==> src/rtl/led_ser_pkg.sv <==
package led_ser_pkg;

    typedef enum logic [1:0] {
        ST_IDLE  = 2'd0,
        ST_LOAD  = 2'd1,
        ST_SHIFT = 2'd2
    } led_state_e;

endpackage

==> src/rtl/led_frame_map.sv <==
module led_frame_map #(
    parameter int NUM_PORTS = 8
) (
    input  logic [NUM_PORTS-1:0]   part_i,
    input  logic [NUM_PORTS-1:0]   act_i,
    input  logic                   col10_i,
    input  logic                   col100_i,
    input  logic                   memfail_i,
    output logic [3*NUM_PORTS-1:0] frame_o
);
    localparam int FLAG_BASE = NUM_PORTS;
    localparam int REP_BASE  = NUM_PORTS + 3;
    localparam int REP_FIRST = 3;
    localparam int ACT_BASE  = 2*NUM_PORTS;

    // partition field, then the three flags
    assign frame_o[NUM_PORTS-1:0]  = part_i;
    assign frame_o[FLAG_BASE]      = col10_i;
    assign frame_o[FLAG_BASE + 1]  = col100_i;
    assign frame_o[FLAG_BASE + 2]  = memfail_i;

    // upper partition ports repeated
    for (genvar g = REP_FIRST; g < NUM_PORTS; g++) begin : g_rep
        assign frame_o[REP_BASE + g - REP_FIRST] = part_i[g];
    end

    // receive activity field
    for (genvar g = 0; g < NUM_PORTS; g++) begin : g_act
        assign frame_o[ACT_BASE + g] = act_i[g];
    end
endmodule

==> src/rtl/led_gap_timer.sv <==
module led_gap_timer #(
    parameter int GAP_CYCLES = 2_099_807
) (
    input  logic clk,
    input  logic rst_n,
    input  logic run_i,
    output logic done_o
);
    localparam int CNT_W = $clog2(GAP_CYCLES + 1);

    logic [CNT_W-1:0] cnt_q;

    always_ff @(posedge clk or negedge rst_n) begin
        if (!rst_n)        cnt_q <= '0;
        else if (!run_i)   cnt_q <= '0;
        else if (!done_o)  cnt_q <= cnt_q + 1'b1;
        else               cnt_q <= '0;
    end

    assign done_o = run_i && (cnt_q == CNT_W'(GAP_CYCLES - 1));
endmodule

==> src/rtl/led_bit_phase.sv <==
module led_bit_phase #(
    parameter int CLK_DIV = 8
) (
    input  logic clk,
    input  logic rst_n,
    input  logic run_i,
    output logic mid_o,
    output logic last_o
);
    localparam int PH_W = $clog2(CLK_DIV);
    localparam int HALF = CLK_DIV / 2;

    logic [PH_W-1:0] ph_q;

    always_ff @(posedge clk or negedge rst_n) begin
        if (!rst_n)       ph_q <= '0;
        else if (!run_i)  ph_q <= '0;
        else if (last_o)  ph_q <= '0;
        else              ph_q <= ph_q + 1'b1;
    end

    assign mid_o  = run_i && (ph_q == PH_W'(HALF - 1));
    assign last_o = run_i && (ph_q == PH_W'(CLK_DIV - 1));
endmodule

==> src/rtl/led_status_serializer.sv <==
module led_status_serializer
    import led_ser_pkg::*;
#(
    parameter int NUM_PORTS  = 8,
    parameter int CLK_DIV    = 8,
    parameter int GAP_CYCLES = 2_099_807
) (
    input  logic                 clk,
    input  logic                 rst_n,
    input  logic [NUM_PORTS-1:0] part_i,
    input  logic [NUM_PORTS-1:0] act_i,
    input  logic                 col10_i,
    input  logic                 col100_i,
    input  logic                 memfail_i,
    output logic                 led_sclk_o,
    output logic                 led_sdat_o,
    output logic [NUM_PORTS-1:0] part_led_n_o,
    output logic [NUM_PORTS-1:0] act_led_n_o
);
    localparam int FRAME_BITS = 3 * NUM_PORTS;
    localparam int HALF       = CLK_DIV / 2;
    localparam int BIT_W      = $clog2(FRAME_BITS);

    led_state_e state_q, state_d;

    logic [FRAME_BITS-1:0] frame_w;
    logic [FRAME_BITS-1:0] shreg_q;
    logic [BIT_W-1:0]      bitcnt_q;
    logic                  sclk_q;
    logic                  gap_done;
    logic                  ph_mid;
    logic                  ph_last;
    logic                  last_bit;
    logic                  shifting;

    led_frame_map #(.NUM_PORTS(NUM_PORTS)) u_map (
        .part_i    (part_i),
        .act_i     (act_i),
        .col10_i   (col10_i),
        .col100_i  (col100_i),
        .memfail_i (memfail_i),
        .frame_o   (frame_w)
    );

    led_gap_timer #(.GAP_CYCLES(GAP_CYCLES)) u_gap (
        .clk    (clk),
        .rst_n  (rst_n),
        .run_i  (state_q == ST_IDLE),
        .done_o (gap_done)
    );

    led_bit_phase #(.CLK_DIV(CLK_DIV)) u_phase (
        .clk    (clk),
        .rst_n  (rst_n),
        .run_i  (state_q == ST_SHIFT),
        .mid_o  (ph_mid),
        .last_o (ph_last)
    );

    assign last_bit = (bitcnt_q == BIT_W'(FRAME_BITS - 1));
    assign shifting = (state_q != ST_IDLE);

    // state register
    always_ff @(posedge clk or negedge rst_n) begin
        if (!rst_n) state_q <= ST_IDLE;
        else        state_q <= state_d;
    end

    // next-state logic
    always_comb begin
        state_d = state_q;
        unique case (state_q)
            ST_IDLE:  if (gap_done) state_d = ST_LOAD;
            ST_LOAD:  state_d = ST_SHIFT;
            ST_SHIFT: if (ph_last && last_bit) state_d = ST_IDLE;
            default:  state_d = ST_IDLE;
        endcase
    end

    // frame snapshot and bit counter
    always_ff @(posedge clk or negedge rst_n) begin
        if (!rst_n) begin
            shreg_q  <= '0;
            bitcnt_q <= '0;
        end else begin
            unique case (state_q)
                ST_LOAD: begin
                    shreg_q  <= frame_w;
                    bitcnt_q <= '0;
                end
                ST_SHIFT: begin
                    if (ph_last) begin
                        shreg_q  <= shreg_q >> 1;
                        bitcnt_q <= bitcnt_q + 1'b1;
                    end
                end
                default: ;
            endcase
        end
    end

    // registered serial clock
    always_ff @(posedge clk or negedge rst_n) begin
        if (!rst_n)                   sclk_q <= 1'b0;
        else if (state_q != ST_SHIFT) sclk_q <= 1'b0;
        else if (ph_mid)              sclk_q <= 1'b1;
        else if (ph_last)             sclk_q <= 1'b0;
    end

    assign led_sclk_o   = sclk_q;
    assign led_sdat_o   = shreg_q[0];
    assign part_led_n_o = ~part_i;
    assign act_led_n_o  = ~act_i;
endmodule

==> config.mk <==
export PLATFORM = sky130hd
export DESIGN_NAME = led_status_serializer
export DESIGN_NICKNAME = d
export VERILOG_FILES = /design/src/rtl/led_ser_pkg.sv /design/src/rtl/led_frame_map.sv /design/src/rtl/led_gap_timer.sv /design/src/rtl/led_bit_phase.sv /design/src/rtl/led_status_serializer.sv
export SDC_FILE = /design/constraint.sdc
export NUM_CORES = 1
export LEC_CHECK = 0
export ABC_AREA = 1
export BUFFER_PORTS_ARGS = -buffer_cell sky130_fd_sc_hd__buf_2
export CAP_MARGIN = 40
export CORE_ASPECT_RATIO = 0.9
export CORE_UTILIZATION = 40
export CTS_CLUSTER_DIAMETER = 80
export DETAILED_ROUTE_END_ITERATION = 8
export PLACE_DENSITY = 0.63
export SYNTH_ARGS = -nofsm -noshare
export SYNTH_HDL_FRONTEND = slang
export SYNTH_HIERARCHICAL = 1
export SYNTH_SLANG_ARGS = --single-unit
==> constraint.sdc <==
create_clock -name clk -period 1.6 [get_ports clk]
set_input_delay 0.16 -clock clk [delete_from_list [all_inputs] [get_ports clk]]
set_output_delay 0.16 -clock clk [all_outputs]
set_load 0.01 [all_outputs]
==> flow_metrics.tcl, run 1 <==
set metrics [dict create \
    outcome "complete, no violations" \
    grt_use_total 0.168 \
    dp_hpwl_mm 4.85 \
    instances_no_fill 609 \
    cap_violations 0 \
    core_area_um2 8180 \
    final_area_um2 3960 \
    antenna_found_initial 0 \
    grt_pass1_vias 2610 \
    tightest_slew_ns 0.470 \
    setup.worst_path.start_class "register" \
    wl_mm 7.23 \
    met2WireLength_mm 3.21 \
    clk_latency_ns 0.34 \
    pwr_density_cell_nw_per_um2 739 \
    synthTopCellsByArea "dfrtp_1 (41%), nand2_1 (12%), inv_1 (8.3%), nor2_1 (5.9%), buf_4 (5.2%)" \
    final_common_cell "nand2_1" \
    ys_seq_area_frac 0.414 \
    vias 2765 \
    ir_worst_vdd_v 0.000510 \
    rows 31 \
    yosysWarnings 6 \
    syn2layout_area_growth_pct 14.7 \
    grt_pass1_wl_mm 12.0 \
    slew_headroom 0.687 \
    crit_fanout 12 \
    synth_area_leader_cell "dfrtp_1" \
    via_per_inst 4.54 \
    syn-cell-area_um2 3450 \
    wl_met3_um 257 \
    dr.max_layer_used "met4" \
    ioPinCount 39 \
    drv_slew 0 \
    finClkSkew_ns 0.00746 \
    place_area_um2 3580 \
    place.gp.congestion 0.886 \
    dieArea_um2 9000 \
    final_util 0.483 \
    crit_path_top_delay_cell "dfrtp_2" \
    path_class "reg2reg" \
    finalHoldViolations 0 \
    path_clk_slew_ns 0.06 \
    hold_class "in2reg" \
    worst_slack_ns 0.0489 \
    worstPathArrival_ns 1.80 \
    cpPeakStageDelay_ns 0.45 \
    syn-num-nets 487 \
    wl_met1_mm 3.65 \
    cts_tree "yes" \
    firstDrtPassIters 4 \
    nNetsFinal 517 \
    synth.avg_cell_area_um2 7.50 \
    dieHeight_um 90.1 \
    initial_core_util 0.421 \
    cts_sinks 57 \
    cts_buffer_depth 2 \
    mostFrequentLayoutCells "nand2_1 (113), inv_1 (74), dfrtp_1 (56)" \
    required_ns 1.85 \
    wl_per_cell_um 11.9 \
    r2r_slack_ns 0.05 \
    drc 0 \
    grt_overflow 0 \
    ys_seq_elements 57 \
    grt_max_degree 48 \
    root_buffer "clkbuf_8" \
    first_iter_violations 123 \
    min_period_ns 1.55 \
    die_w_um 99.9 \
    cts_buffers 9 \
    finalSetupTns_ns 0 \
    dp_cells 586 \
    htreeDepth 3 \
    p_leak_nw 2.04 \
    drive_above_1_share 0.215 \
    portBuffers 38 \
    drtAntennaViolNets 0 \
    fin_crit_sh 0.969 \
    syn-instance-count 460 \
    path_cells "inv_2 > nand2_2 > inv_2 > nand2_1 > inv_2 > nand3_4 > nand2_8 > clkbuf_16 > nand2_1 > o21ai_1" \
    place_ws_ns -0.00407 \
    end_kind "register" \
    ys_types 30 \
    setup_viol 0 \
    max_freq_ghz 0.645 \
    cpMostUsedCell "inv_2" \
    synth_top_area_frac 0.414 \
    num_antenna_cells 0 \
]
sequential cells by signal, indices dropped and copies added, names as in the netlist:
name,flops
bitcnt_q,5
led_sclk_o,1
shreg_q,24
state_q,2
u_gap/cnt_q,22
u_phase/ph_q,3
synth_stat cells:
cell type    n
buf_8        2
nor2_2       4
o21ai_2     10
nor3b_1      1
nand4_1     12
nand3_2      1
o21ai_1     21
inv_2        2
xnor2_1      6
inv_1       76
xor2_1       3
or2_2        1
dfrtp_1     57
nand3b_1     3
nand3_1     14
buf_6        3
nand2_4      2
nand2_2      7
and2_1       1
buf_2        4
a21oi_1      2
buf_12       1
buf_4       24
o21ai_0     21
nand2_1    113
nor2_1      54
ha_1         6
clkbuf_1     2
nor3_1       3
nor2_4       4
final timing paths:
path | start | endpoint | cells past startpoint
worst max-delay path | state_q[0] | shreg_q[15] | 10
worst min-delay path | act_i[7] | shreg_q[23] | 3
worst max register to register | state_q[0] | shreg_q[15] | 10
worst min register to register | u_phase/ph_q[0] | u_phase/ph_q[0] | 1
max in group asynchronous | rst_n | state_q[0] | 3
min in group asynchronous | rst_n | u_gap/cnt_q[16] | 2
worst max-delay path: cells and delay by family, from the launching register on:
kind / cells / cell delay, ns
buffers and inverters: 4 / 0.48
and+or+nand+nor: 5 / 0.45
DFF: 1 / 0.45
AOI/OAI and AO/OA: 1 / 0.09
kinds of logic (layout without fill, tap and decap cells):
logic type | after synthesis | in the layout | share of synthesized area
xor+xnor | 9 | 9 | 0.0229
compound gates | 54 | 54 | 0.0893
fa+ha+maj | 6 | 6 | 0.0218
simple gates | 220 | 220 | 0.283
buf+inv | 114 | 148 | 0.169
flops | 57 | 57 | 0.414
per-stage QoR:
step                hold WS [ns]  total power [W]
CTS                       0.0940          0.00297
global placement           0.157          0.00160
detailed placement         0.144          0.00160
global route               0.116          0.00302
finish                     0.106          0.00292
floorplan                 -0.136          0.00155
metal layers:
metal,track usage,up-vias
li1,-,1446
met1,0.237,1267
met2,0.252,41
met3,0.0397,11
met4,0.0551,0
met5,0,-
what timing repair did:
action	4_1_cts	5_1_grt
pin swaps	0	2
hold endpoints to repair	18	0
endpoints found under the setup margin	4	36
hold buffers	1	0
gates cloned	0	5
buffers inserted	0	2
gates resized for setup	1	12
where the power goes:
group          switching, W  internal [W]  leakage [nW]
clock              0.000558      0.000791         0.102
combinational     0.0000797     0.0000540          1.28
sequential                0       0.00144         0.655
cell type report:
cell class | count | area, um2
Fill cell | 803 | 4230
Multi-Input combinational cell | 289 | 1490
Sequential cell | 57 | 1430
Timing Repair Buffer | 55 | 409
Inverter | 78 | 293
Clock buffer | 12 | 155
Tap cell | 115 | 144
Clock inverter | 3 | 40.0
Power figures use the tool's default switching activity.
==> run 2, diff against run 1 <==
Settings changed: RECOVER_POWER from default to 100.
==> run 2 against run 1 <==
Compared with the run above:
- worst setup slack better by 0.013 ns
- sequential power hardly changed
- via count is 0.25% higher
- highest routed layer unchanged
- critical path type unchanged
- die area stayed put
- largest power group unchanged
==> flow_metrics.tcl, run 2 (synthesized netlist as in run 1, its figures left out) <==
set metrics [dict create \
    seq_power_share 0.494 \
    drv_slew 0 \
    slew_headroom 0.247 \
    vias 2772 \
    path_class "reg2reg" \
    dp_hpwl_mm 4.85 \
    wl_mm 7.23 \
    met2WireLength_mm 3.19 \
    syn2layout_area_growth_pct 13.9 \
    place.gp.congestion 0.886 \
    grt_pass1_vias 2610 \
    worstPathArrival_ns 1.75 \
    setup_viol 0 \
    path_clk_slew_ns 0.06 \
    drive_above_1_share 0.174 \
    first_iter_violations 135 \
    power_frac_comb 0.044 \
    cts_tree "yes" \
    cts_buffers 9 \
    outcome "complete, no violations" \
    root_buffer "clkbuf_8" \
    max_freq_ghz 0.650 \
    ir_worst_vdd_v 0.000510 \
    grt_max_degree 48 \
    grt_overflow 0 \
    ioPinCount 39 \
    drc 0 \
    top_register "shreg_q" \
    cts_sinks 57 \
    tightest_slew_ns 1.13 \
    end_kind "register" \
    num_antenna_cells 0 \
    pwr_density_cell_nw_per_um2 742 \
    die_w_um 99.9 \
    fin_crit_sh 0.961 \
    fillers 809 \
    firstDrtPassIters 4 \
    wl_met1_mm 3.66 \
    intPower_w 0.00228 \
    switching_share 0.218 \
    core_area_um2 8180 \
    grt_pass1_wl_mm 12.0 \
    rows 31 \
    hold_class "in2reg" \
    finalHoldViolations 0 \
    switchingPower_w 0.000636 \
    via_per_inst 4.55 \
    nNetsFinal 517 \
    wl_per_cell_um 11.9 \
    antenna_found_initial 0 \
    final_util 0.480 \
    cap_violations 0 \
    cts_buffer_depth 2 \
    crit_fanout 12 \
    htreeDepth 3 \
    p_leak_nw 1.98 \
    dieArea_um2 9000 \
    wl_met3_um 251 \
    reg_top3 "shreg_q x24, u_gap/cnt_q x22, bitcnt_q x5" \
    mostFrequentLayoutCells "nand2_1 (114), inv_1 (74), dfrtp_1 (56)" \
    grt_use_total 0.168 \
    largest_reg_flops 24 \
    finClkSkew_ns 0.00752 \
    required_ns 1.82 \
    setup.worst_path.start_class "register" \
    min_period_ns 1.54 \
    dr.max_layer_used "met4" \
    finalSetupTns_ns 0 \
    dieHeight_um 90.1 \
    portBuffers 38 \
    clk_latency_ns 0.33 \
    final_common_cell "nand2_1" \
    p_clk_frac 0.462 \
    drtAntennaViolNets 0 \
    initial_core_util 0.421 \
]
==> run 2: cell types whose count changed in the layout (fill, tap and decap cells not counted), sizes merged <==
cell | before | now
buf | 51 | 31
clkbuf | 15 | 35
==> run 2: worst max-delay path, stage by stage, from the launching register on <==
cell and delay, ns:
dfrtp_1 0.39, ha_2 0.20, ha_4 0.16, nand2_1 0.08, inv_2 0.06, nand3_4 0.11
nand2_8 0.10, clkbuf_16 0.19, nand2_1 0.06, o21ai_1 0.06
==> run 2: path summary, 6_finish.rpt <==
| kind | from | end | slack [ns] | depth (start not counted) |
|---|---|---|---|---|
| max | u_phase/ph_q[0] | shreg_q[15] | 0.06 | 9 |
| min | act_i[7] | shreg_q[23] | 0.11 | 3 |
| max reg2reg | u_phase/ph_q[0] | shreg_q[15] | 0.06 | 9 |
| min reg2reg | u_phase/ph_q[0] | u_phase/ph_q[0] | 0.45 | 1 |
| max in group asynchronous | rst_n | state_q[0] | 0.25 | 3 |
| min in group asynchronous | rst_n | u_gap/cnt_q[16] | 0.57 | 2 |
==> run 2: what timing repair did <==
action	CTS	global route
endpoints found under the hold margin	18	0
pin swaps	0	2
hold buffers	1	0
gates resized for setup	1	12
buffers inserted	0	2
endpoints found under the setup margin	4	36
cloned	0	5
==> run 2: stage by stage <==
stage	power (W)	cell area (um2)	setup slack, ns	hold slack, ns	instances
global route	0.00302	3930	-0.0367	0.116	609
finish	0.00292	3930	0.0623	0.107	609
detailed placement	0.00160	3580	-0.00407	0.144	586
CTS	0.00297	3790	0.0267	0.0940	602
global placement	0.00160	3580	0.00186	0.157	586
floorplan	0.00155	3450	0.0387	-0.136	460
==> run 2: power by group through the flow <==
stage / logic [W] / registers [W] / clock network [W]
after floorplan: 0.0000854 / 0.00147 / 0
after global placement: 0.000133 / 0.00147 / 0
after detailed placement: 0.000134 / 0.00147 / 0
after CTS: 0.000136 / 0.00144 / 0.00139
after global routing: 0.000149 / 0.00144 / 0.00143
final: 0.000128 / 0.00144 / 0.00135
==> run 2: cell type report <==
type	count	area, um2	area share
multi-input combinational	289	1480	0.378
inverter	78	293	0.0745
timing repair buffer	55	385	0.0981
clock buffer	12	155	0.0395
sequential	57	1430	0.363
tap	115	144	0.0366
clock inverter	3	40.0	0.0102
==> run 2: per-layer routing <==
layer | global-route usage | up-vias
li1 | - | 1446
met5 | 0 | -
met1 | 0.237 | 1271
met4 | 0.0551 | 0
met2 | 0.252 | 42
met3 | 0.0397 | 13
==> run 3, diff against run 2 <==
Settings changed: CORE_ASPECT_RATIO 0.9 to 0.5.
==> run 3 against run 2 <==
Compared with the run above:
- global-route usage down 0.62 points
- critical path depth unchanged
- power up 22%
- count of clock-buffer cells in the layout down 3
==> flow_metrics.tcl, run 3 (synthesized netlist as in run 1, its figures left out) <==
set metrics [dict create \
    min_period_ns 1.48 \
    drtAntennaViolNets 0 \
    pwr_density_cell_nw_per_um2 915 \
    end_kind "register" \
    outcome "complete, no violations" \
    htreeDepth 3 \
    place_ws_ns 0.0323 \
    setup_viol 0 \
    slew_headroom 0.481 \
    final_common_cell "nand2_1" \
    grtUsageMet3 0.0631 \
    drive_above_1_share 0.157 \
    timing.hold.ws_ns 0.143 \
    root_buffer "clkbuf_16" \
    tightest_slew_ns 0.778 \
    worstPathArrival_ns 1.68 \
    nNetsFinal 512 \
    finalHoldViolations 0 \
    antenna_found_initial 0 \
    fin_crit_sh 0.922 \
    place.gp.congestion 0.858 \
    core_area_um2 8170 \
    max_freq_ghz 0.678 \
    finalSetupTns_ns 0 \
    finClkSkew_ns 0.00532 \
    die_w_um 133 \
    post-cts-setup-buffers 0 \
    dieHeight_um 67.7 \
    rows 23 \
    rsz0062_at_grt "no" \
    reg_top3 "shreg_q x24, u_gap/cnt_q x22, bitcnt_q x5" \
    crit_fanout 21 \
    wl_mm 6.51 \
    grt_use_met1 0.195 \
    drc 0 \
    syn2layout_area_growth_pct 12.7 \
    num_antenna_cells 0 \
    via_per_inst 4.52 \
    setup.worst_path.start_class "register" \
    first_iter_violations 124 \
    drv_slew 0 \
    portBuffers 38 \
    cts_buffers 9 \
    p_leak_nw 1.97 \
    mostFrequentLayoutCells "nand2_1 (113), inv_1 (75), dfrtp_1 (56)" \
    dp_cells 584 \
    vias 2715 \
    cts_sinks 57 \
    worst_slack_ns 0.125 \
    clk_latency_ns 0.33 \
    grt_overflow 0 \
    grt_use_total 0.162 \
    wl_per_cell_um 10.8 \
    ir_worst_vdd_v 0.000554 \
    top_register "shreg_q" \
    required_ns 1.81 \
    path_class "reg2reg" \
    cap_violations 0 \
    grt_pass1_vias 2498 \
    cts_tree "yes" \
    fillers 850 \
    cts_buffer_depth 2 \
    ioPinCount 39 \
    dieArea_um2 9020 \
    hold_class "in2reg" \
    firstDrtPassIters 5 \
    dp_hpwl_mm 4.50 \
    instances_no_fill 601 \
    grt_util_met2 0.268 \
    largest_reg_flops 24 \
    path_clk_slew_ns 0.05 \
    grt_max_degree 58 \
    grt_busiest_layer "met2" \
    initial_core_util 0.422 \
    grt_pass1_wl_mm 11.1 \
]
## run 3: cell types whose count changed in the layout (fill, tap and decap cells not counted), sizes merged
cell,delta
clkbuf,-4
buf,-4
clkinv,+2
bufinv,+1
## run 3: timing repair
item | CTS | global route
gates resized for setup | 0 | 7
hold buffers | 1 | 0
setup endpoints to repair | 0 | 36
hold endpoints to repair | 57 | 0
## run 3: path summary, 6_finish.rpt
path	start	endpoint	slack, ns	depth (start not counted)
setup / recovery	u_phase/ph_q[0]	shreg_q[18]	0.12	9
hold / removal	col100_i	shreg_q[9]	0.14	5
setup reg to reg	u_phase/ph_q[0]	shreg_q[18]	0.12	9
hold reg to reg	u_phase/ph_q[0]	u_phase/ph_q[0]	0.45	1
max in group asynchronous	rst_n	state_q[0]	0.50	3
min in group asynchronous	rst_n	u_gap/cnt_q[8]	0.53	3
## run 3: through the flow
| stage | util | total power (W) | instance area (um2) |
|---|---|---|---|
| 4_1_cts | 0.479 | 0.00362 | 3920 |
| 2_1_floorplan | - | 0.00155 | 3450 |
| 6_report | 0.476 | 0.00356 | 3890 |
| 3_3_place_gp | 0.440 | 0.00160 | 3600 |
| 5_1_grt | 0.476 | 0.00370 | 3890 |
| 3_5_place_dp | 0.440 | 0.00160 | 3600 |
## run 3: layout make-up
type                       count  area, um2  area share
clock buffer                   9        225      0.0579
tap                          112        140      0.0360
timing repair buffer          50        285      0.0734
multi-input combinational    289       1430       0.369
inverter                      78        293      0.0753
clock inverter                 6       83.8      0.0216
sequential                    57       1430       0.367
## run 3: routing by layer
metal  part of all wire  routed length (um)
met1               0.49                3220
met2               0.44                2880
met3              0.052                 336
met4              0.012                  77
met5                  0                   0
## run 3: worst max-delay path: stages (launching register included)
cell	delay [ns]
dfrtp_1	0.38
ha_2	0.19
ha_1	0.19
nand2_1	0.08
inv_2	0.05
nand3_2	0.09
nand2_4	0.08
buf_12	0.16
nand2_1	0.06
o21ai_0	0.07
## run 3: power by group
part / leakage [nW] / switching (W) / internal [W]
Clock: 0.155 / 0.000646 / 0.00134
Combinational: 1.16 / 0.0000756 / 0.0000447
Sequential: 0.655 / 0 / 0.00144
Total: 1.97 / 0.000722 / 0.00283
